**src/rtl/cfg_loader_pkg.sv**
```systemverilog
package cfg_loader_pkg;

    localparam int DLY_COUNT      = 10;
    localparam int DLY_CODE_W     = 8;
    localparam int REG_ADDR_W     = 3;
    localparam int REG_DATA_W     = 8;
    localparam int REG_COUNT      = 2 ** REG_ADDR_W;
    localparam int CHAN_COUNT     = 2;
    localparam int DLY_FRAME_BITS = DLY_COUNT * DLY_CODE_W;
    localparam int REG_FRAME_BITS = REG_ADDR_W + REG_DATA_W;
    localparam int FRAME_W        = DLY_FRAME_BITS;
    localparam int FRAME_COUNT    = 1 + CHAN_COUNT * REG_COUNT;
    localparam int LEN_W          = $clog2(FRAME_W + 1);
    localparam int IDX_W          = $clog2(FRAME_COUNT + 1);

    typedef enum logic [1:0] {
        TGT_NONE,
        TGT_DLY,
        TGT_CHA,
        TGT_CHB
    } target_e;

    typedef enum logic [2:0] {
        SEQ_WAIT,
        SEQ_ISSUE,
        SEQ_RUN,
        SEQ_GAP,
        SEQ_DONE
    } seq_e;

    // Programming-order default code of each delay device.
    function automatic logic [DLY_CODE_W-1:0] dly_default_code(input int unsigned pos);
        case (pos)
            0:       return DLY_CODE_W'(32);
            1, 2:    return DLY_CODE_W'(24);
            3, 4:    return DLY_CODE_W'(20);
            default: return '0;
        endcase
    endfunction

    // Default value of each converter register (same for both channels).
    function automatic logic [REG_DATA_W-1:0] reg_default_value(input logic [REG_ADDR_W-1:0] addr);
        case (addr)
            3'd0:    return REG_DATA_W'(128);
            3'd1:    return REG_DATA_W'(206);
            3'd2:    return REG_DATA_W'(96);
            3'd3:    return REG_DATA_W'(10);
            default: return REG_DATA_W'(43);
        endcase
    endfunction

endpackage

```
**src/rtl/pwr_wait_timer.sv**
```systemverilog
module pwr_wait_timer #(
    parameter int WAIT_CYCLES = 6_000_000
) (
    input  logic clk,
    input  logic rst_n,
    output logic expired
);
    localparam int CNT_W = $clog2(WAIT_CYCLES + 1);

    typedef struct packed {
        logic [CNT_W-1:0] cnt;
        logic             expired;
    } tmr_t;

    tmr_t tmr_d, tmr_q;

    always_comb begin
        tmr_d = tmr_q;
        if (!tmr_q.expired) begin
            if (tmr_q.cnt == CNT_W'(WAIT_CYCLES - 1)) begin
                tmr_d.expired = 1'b1;
            end else begin
                tmr_d.cnt = tmr_q.cnt + 1'b1;
            end
        end
    end

    always_ff @(posedge clk) begin
        if (!rst_n) begin
            tmr_q <= '0;
        end else begin
            tmr_q <= tmr_d;
        end
    end

    assign expired = tmr_q.expired;

endmodule

```
**src/rtl/serial_frame_shifter.sv**
```systemverilog
module serial_frame_shifter
    import cfg_loader_pkg::*;
#(
    parameter int HALF_CYCLES = 4
) (
    input  logic             clk,
    input  logic             rst_n,
    input  logic             start,
    input  logic [FRAME_W-1:0] frame_bits,
    input  logic [LEN_W-1:0] frame_len,
    output logic             active,
    output logic             finished,
    output logic             ser_clk,
    output logic             ser_dat
);
    localparam int DIV_W = (HALF_CYCLES > 1) ? $clog2(HALF_CYCLES) : 1;

    typedef struct packed {
        logic [FRAME_W-1:0] shreg;
        logic [LEN_W-1:0]   bits_left;
        logic [DIV_W-1:0]   div_cnt;
        logic               high_phase;
        logic               active;
        logic               sclk;
        logic               fin;
    } shf_t;

    shf_t shf_d, shf_q;

    always_comb begin
        shf_d     = shf_q;
        shf_d.fin = 1'b0;
        if (!shf_q.active) begin
            if (start) begin
                shf_d.active     = 1'b1;
                shf_d.shreg      = frame_bits;
                shf_d.bits_left  = frame_len;
                shf_d.div_cnt    = '0;
                shf_d.high_phase = 1'b0;
                shf_d.sclk       = 1'b0;
            end
        end else if (shf_q.div_cnt == DIV_W'(HALF_CYCLES - 1)) begin
            shf_d.div_cnt = '0;
            if (!shf_q.high_phase) begin
                shf_d.high_phase = 1'b1;
                shf_d.sclk       = 1'b1;
            end else begin
                // falling edge: data moves on together with the clock drop
                shf_d.high_phase = 1'b0;
                shf_d.sclk       = 1'b0;
                if (shf_q.bits_left == LEN_W'(1)) begin
                    shf_d.active = 1'b0;
                    shf_d.fin    = 1'b1;
                    shf_d.shreg  = '0;
                end else begin
                    shf_d.shreg     = shf_q.shreg << 1;
                    shf_d.bits_left = shf_q.bits_left - 1'b1;
                end
            end
        end else begin
            shf_d.div_cnt = shf_q.div_cnt + 1'b1;
        end
    end

    always_ff @(posedge clk) begin
        if (!rst_n) begin
            shf_q <= '0;
        end else begin
            shf_q <= shf_d;
        end
    end

    assign active   = shf_q.active;
    assign finished = shf_q.fin;
    assign ser_clk  = shf_q.sclk;
    assign ser_dat  = shf_q.shreg[FRAME_W-1];

endmodule

```
**src/rtl/boot_sequencer.sv**
```systemverilog
module boot_sequencer
    import cfg_loader_pkg::*;
#(
    parameter int GAP_CYCLES = 8
) (
    input  logic               clk,
    input  logic               rst_n,
    input  logic               pwr_ok,
    input  logic               frame_fin,
    output logic               start,
    output logic [FRAME_W-1:0] frame_bits,
    output logic [LEN_W-1:0]   frame_len,
    output target_e            target,
    output logic               bus_own,
    output logic               boot_done
);
    localparam int GAP_W = (GAP_CYCLES > 1) ? $clog2(GAP_CYCLES) : 1;

    typedef struct packed {
        seq_e             state;
        logic [IDX_W-1:0] idx;
        logic [GAP_W-1:0] gap_cnt;
        target_e          target;
        logic             own;
        logic             done;
    } seq_t;

    seq_t seq_d, seq_q;

    logic [IDX_W-1:0]      conv_idx;
    logic [REG_ADDR_W-1:0] reg_sel;
    logic                  chan_b;
    logic [REG_FRAME_BITS-1:0] reg_word;

    assign conv_idx = seq_q.idx - 1'b1;
    assign reg_sel  = conv_idx[REG_ADDR_W-1:0];
    assign chan_b   = conv_idx[REG_ADDR_W];
    assign reg_word = {reg_default_value(reg_sel), reg_sel};

    // frame contents: first bit to leave sits at the MSB
    always_comb begin
        frame_bits = '0;
        if (seq_q.idx == '0) begin
            frame_len = LEN_W'(DLY_FRAME_BITS);
            for (int i = 0; i < DLY_COUNT; i++) begin
                frame_bits[FRAME_W-1-i*DLY_CODE_W -: DLY_CODE_W] = dly_default_code(i);
            end
        end else begin
            frame_len = LEN_W'(REG_FRAME_BITS);
            for (int k = 0; k < REG_FRAME_BITS; k++) begin
                frame_bits[FRAME_W-1-k] = reg_word[k];
            end
        end
    end

    always_comb begin
        seq_d = seq_q;
        start = 1'b0;
        case (seq_q.state)
            SEQ_WAIT: begin
                if (pwr_ok) begin
                    seq_d.state = SEQ_ISSUE;
                end
            end
            SEQ_ISSUE: begin
                start       = 1'b1;
                seq_d.state = SEQ_RUN;
                if (seq_q.idx == '0) begin
                    seq_d.target = TGT_DLY;
                end else if (chan_b) begin
                    seq_d.target = TGT_CHB;
                end else begin
                    seq_d.target = TGT_CHA;
                end
            end
            SEQ_RUN: begin
                if (frame_fin) begin
                    seq_d.state   = SEQ_GAP;
                    seq_d.gap_cnt = '0;
                    seq_d.target  = TGT_NONE;
                end
            end
            SEQ_GAP: begin
                if (seq_q.gap_cnt == GAP_W'(GAP_CYCLES - 1)) begin
                    if (seq_q.idx == IDX_W'(FRAME_COUNT - 1)) begin
                        seq_d.state = SEQ_DONE;
                        seq_d.done  = 1'b1;
                        seq_d.own   = 1'b0;
                    end else begin
                        seq_d.idx   = seq_q.idx + 1'b1;
                        seq_d.state = SEQ_ISSUE;
                    end
                end else begin
                    seq_d.gap_cnt = seq_q.gap_cnt + 1'b1;
                end
            end
            default: begin
                seq_d.state = SEQ_DONE;
            end
        endcase
    end

    always_ff @(posedge clk) begin
        if (!rst_n) begin
            seq_q       <= '0;
            seq_q.state <= SEQ_WAIT;
            seq_q.target <= TGT_NONE;
            seq_q.own   <= 1'b1;
        end else begin
            seq_q <= seq_d;
        end
    end

    assign target    = seq_q.target;
    assign bus_own   = seq_q.own;
    assign boot_done = seq_q.done;

endmodule

```
**src/rtl/boot_serial_loader.sv**
```systemverilog
module boot_serial_loader
    import cfg_loader_pkg::*;
#(
    parameter int CLK_HALF        = 4,
    parameter int PWR_WAIT_CYCLES = 6_000_000,
    parameter int GAP_CYCLES      = 8
) (
    input  logic clk,
    input  logic rst_n,
    output logic ser_clk,
    output logic ser_dat,
    output logic dly_load,
    output logic cha_load,
    output logic chb_load,
    output logic ser_oe,
    output logic boot_done
);
    logic               pwr_ok;
    logic               start;
    logic [FRAME_W-1:0] frame_bits;
    logic [LEN_W-1:0]   frame_len;
    logic               active;
    logic               frame_fin;
    target_e            target;

    pwr_wait_timer #(
        .WAIT_CYCLES(PWR_WAIT_CYCLES)
    ) i_timer (
        .clk    (clk),
        .rst_n  (rst_n),
        .expired(pwr_ok)
    );

    boot_sequencer #(
        .GAP_CYCLES(GAP_CYCLES)
    ) i_seq (
        .clk       (clk),
        .rst_n     (rst_n),
        .pwr_ok    (pwr_ok),
        .frame_fin (frame_fin),
        .start     (start),
        .frame_bits(frame_bits),
        .frame_len (frame_len),
        .target    (target),
        .bus_own   (ser_oe),
        .boot_done (boot_done)
    );

    serial_frame_shifter #(
        .HALF_CYCLES(CLK_HALF)
    ) i_shift (
        .clk       (clk),
        .rst_n     (rst_n),
        .start     (start),
        .frame_bits(frame_bits),
        .frame_len (frame_len),
        .active    (active),
        .finished  (frame_fin),
        .ser_clk   (ser_clk),
        .ser_dat   (ser_dat)
    );

    assign dly_load = active && (target == TGT_DLY);
    assign cha_load = active && (target == TGT_CHA);
    assign chb_load = active && (target == TGT_CHB);

endmodule

```
**config.mk**
```make
export PLATFORM = sky130hd
export DESIGN_NAME = boot_serial_loader
export DESIGN_NICKNAME = d
export VERILOG_FILES = /design/src/rtl/cfg_loader_pkg.sv /design/src/rtl/pwr_wait_timer.sv /design/src/rtl/serial_frame_shifter.sv /design/src/rtl/boot_sequencer.sv /design/src/rtl/boot_serial_loader.sv
export SDC_FILE = /design/constraint.sdc
export NUM_CORES = 1
export LEC_CHECK = 0
export BUFFER_PORTS_ARGS = -buffer_cell sky130_fd_sc_hd__buf_4
export CORE_MARGIN = 3
export CORE_UTILIZATION = 65
export CTS_BUF_LIST = sky130_fd_sc_hd__clkbuf_2
export DETAILED_ROUTE_END_ITERATION = 12
export PLACE_DENSITY = 0.82
export SLEW_MARGIN = 20
export SYNTH_ARGS = -nofsm -noshare
export SYNTH_HDL_FRONTEND = slang
export SYNTH_SLANG_ARGS = --single-unit
```
**constraint.sdc**
```tcl
create_clock -name clk -period 4.3 [get_ports clk]
set_input_delay 1.075 -clock clk [delete_from_list [all_inputs] [get_ports clk]]
set_output_delay 1.075 -clock clk [all_outputs]
set_load 0.005 [all_outputs]
```
# Yosys cells after proc, flatten, opt, wreduce, memory -nomap -nowiden
# Index checks and enable logic that the tools add are counted.
[op_classes]
add_sub_neg = 6
n_bitwise = 3
n_eq_ne = 21
reduce_logical = 19
mux = 32
[ops]
columns = ["cell", "count"]
rows = [
  ["$mux W92", 2],
  ["$mux W87", 2],
  ["$mux W80", 1],
  ["$mux W69", 1],
  ["$pmux W8 S4", 1],
  ["$add A23 B1 Y23 const B", 1],
  ["$eq A23 B23 Y1 const B", 1],
  ["$reduce_and A3 Y1", 5],
  ["$mux W7", 2],
  ["$eq A3 B2 Y1 const B", 4],
  ["$mux W3", 4],
  ["$pmux W3 S4", 1],
  ["$mux W11", 1],
  ["$mux W5", 2],
  ["$mux W1", 9],
  ["$mux W8", 1],
  ["$ne A2 B2 Y1 const B", 4],
  ["$reduce_and A4 Y1", 2],
  ["$eq A7 B1 Y1 const B", 1],
  ["$sub A7 B1 Y7 const B", 1],
  ["$eq A2 B2 Y1 const B", 3],
  ["$eq A3 B1 Y1 const B", 2],
  ["$logic_not A3 Y1", 2],
  ["$ne A2 B1 Y1 const B", 3],
  ["other kinds (16)", 25],
]
[word_totals]
register_bits = 132
out_inout_bits = 7

# Logic depth before layout (Yosys ltp)
[logic_depth]
word_depth = 6
depth_mapped = 8
ltp_nobuf = 6

# Hierarchy
# A second synthesis with hierarchy kept.
[unflattened]
cells_unflattened = 749
area_unflattened_um2 = 6552.5
[modules_own_cells]
columns = ["mod", "instances", "cells_each", "area_each_um2"]
rows = [
  ["serial_frame_shifter", 1, 425, 3852.4],
  ["boot_sequencer", 1, 186, 1497.7],
  ["pwr_wait_timer", 1, 135, 1177.4],
  ["boot_serial_loader", 1, 3, 25.0],
]

# Worst setup path before layout
# OpenSTA, ideal clock, no wires.
[synth_path]
kind = "input-to-reg"
from = "input rst_n"
to = "register i_shift.shf_q[10] (netlist bit)"
t_arrival_ns = 2.084
stages = 5
slack_ns = 2.146
n_path_buf = 3
setup_time_ns = 0.070
path_cell_list = "clkbuf_1 clkbuf_1 clkbuf_1 o21ai_0 a21oi_1"
[synth_lines]
columns = ["item", "line", "rtl"]
rows = [
  ["start, declared", "boot_serial_loader.sv:9", "input logic rst_n,"],
  ["end signal, assigned", "serial_frame_shifter.sv:67", "shf_q <= '0;"],
  ["end signal, assigned", "serial_frame_shifter.sv:69", "shf_q <= shf_d;"],
  ["end, declared", "serial_frame_shifter.sv:28", "shf_t shf_d, shf_q;"],
]

# Worst setup path in the final report
[layout_path]
from = "register i_shift.shf_q, in the netlist i_shift.active"
to = "output cha_load"
[layout_via]
elab_chain_len = 1
[layout_lines]
columns = ["item", "line", "rtl"]
rows = [
  ["$logic_and A1 B1 Y1", "boot_serial_loader.sv:64", "assign cha_load = active && (target == TGT_CHA);"],
  ["end, declared", "boot_serial_loader.sv:13", "output logic cha_load,"],
]
# Every way passes these cells.

==> metrics.yaml <==
n_antenna_cell: 0
io_buffers: 8
r2r_setup_slack_ns: 1.47
coreArea_mm2: 0.00785
clk_latency_ns: 0.64
ys_ff_latch: 130
hpwlAfterDp_um: 6330
fin_nets: 555
cp.arrival_ns: 2.21
startpoint_type: "register"
cp_top_family: "flip-flops"
crit_buf_inv: 2
fill_cells: 610
final_layout_size_suffix_gt1_share_pct: 10.5
tightest_slew_ns: 1.00
gr-total-overflow: 0
ys_dominant_reg_cell: "dfxtp_1"
ios: 9
synth_edf_count: 0
fin_crit_ns: 3.28
finish.instance_area_mm2: 0.00557
place_congestion: 0.814
grt_start_max_net_pins: 61
yosys.cell_types.count: 56
max_freq_mhz: 305
die_h_um: 96.5
wl_per_cell_um: 15.0
post-route-period-util_pct: 76.3
synth-warning-count: 0
ys_seq_area_share_pct: 48.9
rsz0062_at_grt: "no"
grt_pass1_wl_um: 16700
async_flop_share_pct: 0
final_common_cell: "dfxtp_1"
final_hold_viol_count: 0
cts_resized: 0
netlist_area_mm2: 0.00533
min_path_cells: 2
wirelength_um: 9870
layout_common_cells: "130 x dfxtp_1, 60 x a22o_1, 42 x nand2_1, 41 x a21oi_1, 37 x nor2_1"
worstHoldEndpoint: "i_shift.shf_q[84]"
cp.required_ns: 3.22
vias: 4106
grt_pass1_vias: 3615
hp-start: "i_shift.shf_q[83]"
row_count: 32
fin_util_pct: 71.0
vdd_drop_max_uv: 306
tns_ns: 0
cp-end-kind: "output pin"
area_delta_synth_final_pct: 4.58
cts_buffers: 17
slowest_delay_ns: 0.74
syn_inst: 548
place_area_mm2: 0.00534
crit_chain: "clkinv_1 > nor3b_1 > buf_4"
slew_viol_final: 0
min_path_type: "reg -> reg"
grt.total_usage_pct: 22.8
die_width_um: 96.5
power_density_mw_per_mm2: 352
syn-num-nets: 561
hold_slack_ns: 0.468
initial_core_util_pct: 67.9
cp_max_fo: 15
clk_path_buf_depth: 2
path_depth: 3
power_leakage_nw: 2.08
drc: 0
detail-route-antenna-nets: 0
htreeDepth: 4
status: "finished clean"
ff2ff_path_depth: 5
post_cts.repair.setup_buffers: 0
r2r_start: "i_shift.active"
firstDrtPassIters: 5
vias_per_cell: 6.25
antenna_found_initial: 0
skew_ns: 0.0312
r2r_end: "i_shift.shf_q[34]"
clkSinkCount: 130
clk_pin_slew_ns: 0.21
final-setup-viol-count: 0
postCtsHoldBufs: 0
path_class: "reg -> out"
crit_path_top_delay_cell: "dfxtp_1"
max_slew_margin_pct: 33.1
die_area_mm2: 0.00931
avgSynthCellArea_um2: 9.72
cts_tree: "done"
cts_root_buffer: "clkbuf_2"
maxCapViolations: 0
drt_iter0_drc: 217
==> state kept, by name, indices dropped and copies added, names as in the netlist, 2 cells and up <==
name and count:
i_seq.seq_q 11, i_seq.target 2, i_shift.shf_q 87, i_timer.tmr_q 23
==> layer usage <==
layer | track usage, % | up-vias | wire (µm)
met5 | 0 | - | 0
met4 | 8.76 | 0 | 119
met3 | 6.04 | 12 | 403
met2 | 35.2 | 87 | 4640
met1 | 30.7 | 1984 | 4710
li1 | - | 2023 | -
==> cells in the mapped netlist (5+ instances only) <==
cell,number,area (µm²)
clkbuf_1,18,67.6
a22o_1,60,526
nor4_1,6,37.5
buf_2,8,40.0
buf_6,7,78.8
nand2_1,42,158
nand4_1,12,75.1
inv_1,11,41.3
and3_1,5,31.3
or3_1,5,31.3
nand2b_1,15,93.8
o31ai_1,6,45.0
a21oi_1,41,205
a31oi_1,6,37.5
ha_1,11,138
mux2i_1,14,140
dfxtp_1,130,2600
o21ai_0,31,155
nand3_1,9,45.0
nor2_1,38,143
or4_1,8,60.1
==> through the flow <==
| step | setup slack, ns | total power [mW] | std cells |
|---|---|---|---|
| 2_1_floorplan | 2.15 | 1.26 | 548 |
| 3_3_place_gp | 1.52 | 1.26 | 625 |
| 3_5_place_dp | 1.45 | 1.27 | 625 |
| 4_1_cts | 0.984 | 1.98 | 657 |
| 5_1_grt | 0.830 | 2.04 | 657 |
| 6_report | 1.02 | 1.96 | 657 |
==> worst register-to-register path: cells and delay by family (launching register included) <==
family | cells | cell delay (ns)
buffers and inverters | 2 | 0.66
AND/OR/NAND/NOR | 1 | 0.90
flip-flops | 1 | 0.74
AO/OA/AOI/OAI | 2 | 0.48
==> worst max path at each step <==
stage	start	to	slack, ns
after global routing	i_shift.active	cha_load	0.83
after CTS	i_shift.active	cha_load	0.98
after floorplan	rst_n	i_shift.shf_q[10]	2.15
after global placement	rst_n	i_shift.shf_q[46]	1.52
after detailed placement	rst_n	i_shift.shf_q[51]	1.45
final	i_shift.active	cha_load	1.02
==> kinds of logic after synthesis <==
group / Yosys count / synth area share [%]
muxes: 14 / 2.63
xor gates and xnor gates: 8 / 1.32
AOI/OAI and AO/OA: 167 / 22.2
adders and majority gates: 11 / 2.58
and+or+nand+nor: 170 / 17.7
buffers and inverters: 48 / 4.70
DFF: 130 / 48.9
==> cell type report <==
type | instances | area (µm²) | share of cell area [%]
Inverter | 13 | 48.8 | 0.876
Clock buffer | 18 | 90.1 | 1.62
Timing Repair Buffer | 10 | 75.1 | 1.35
Multi-Input combinational cell | 370 | 2480 | 44.6
Clock inverter | 14 | 144 | 2.58
Tap cell | 102 | 128 | 2.29
Sequential cell | 130 | 2600 | 46.7
==> power by group <==
group	internal, mW	switching, mW
logic	0.00705	0.0239
registers	1.21	0.00192
clock network	0.231	0.487
No activity file was read; power rests on OpenSTA's default activity.
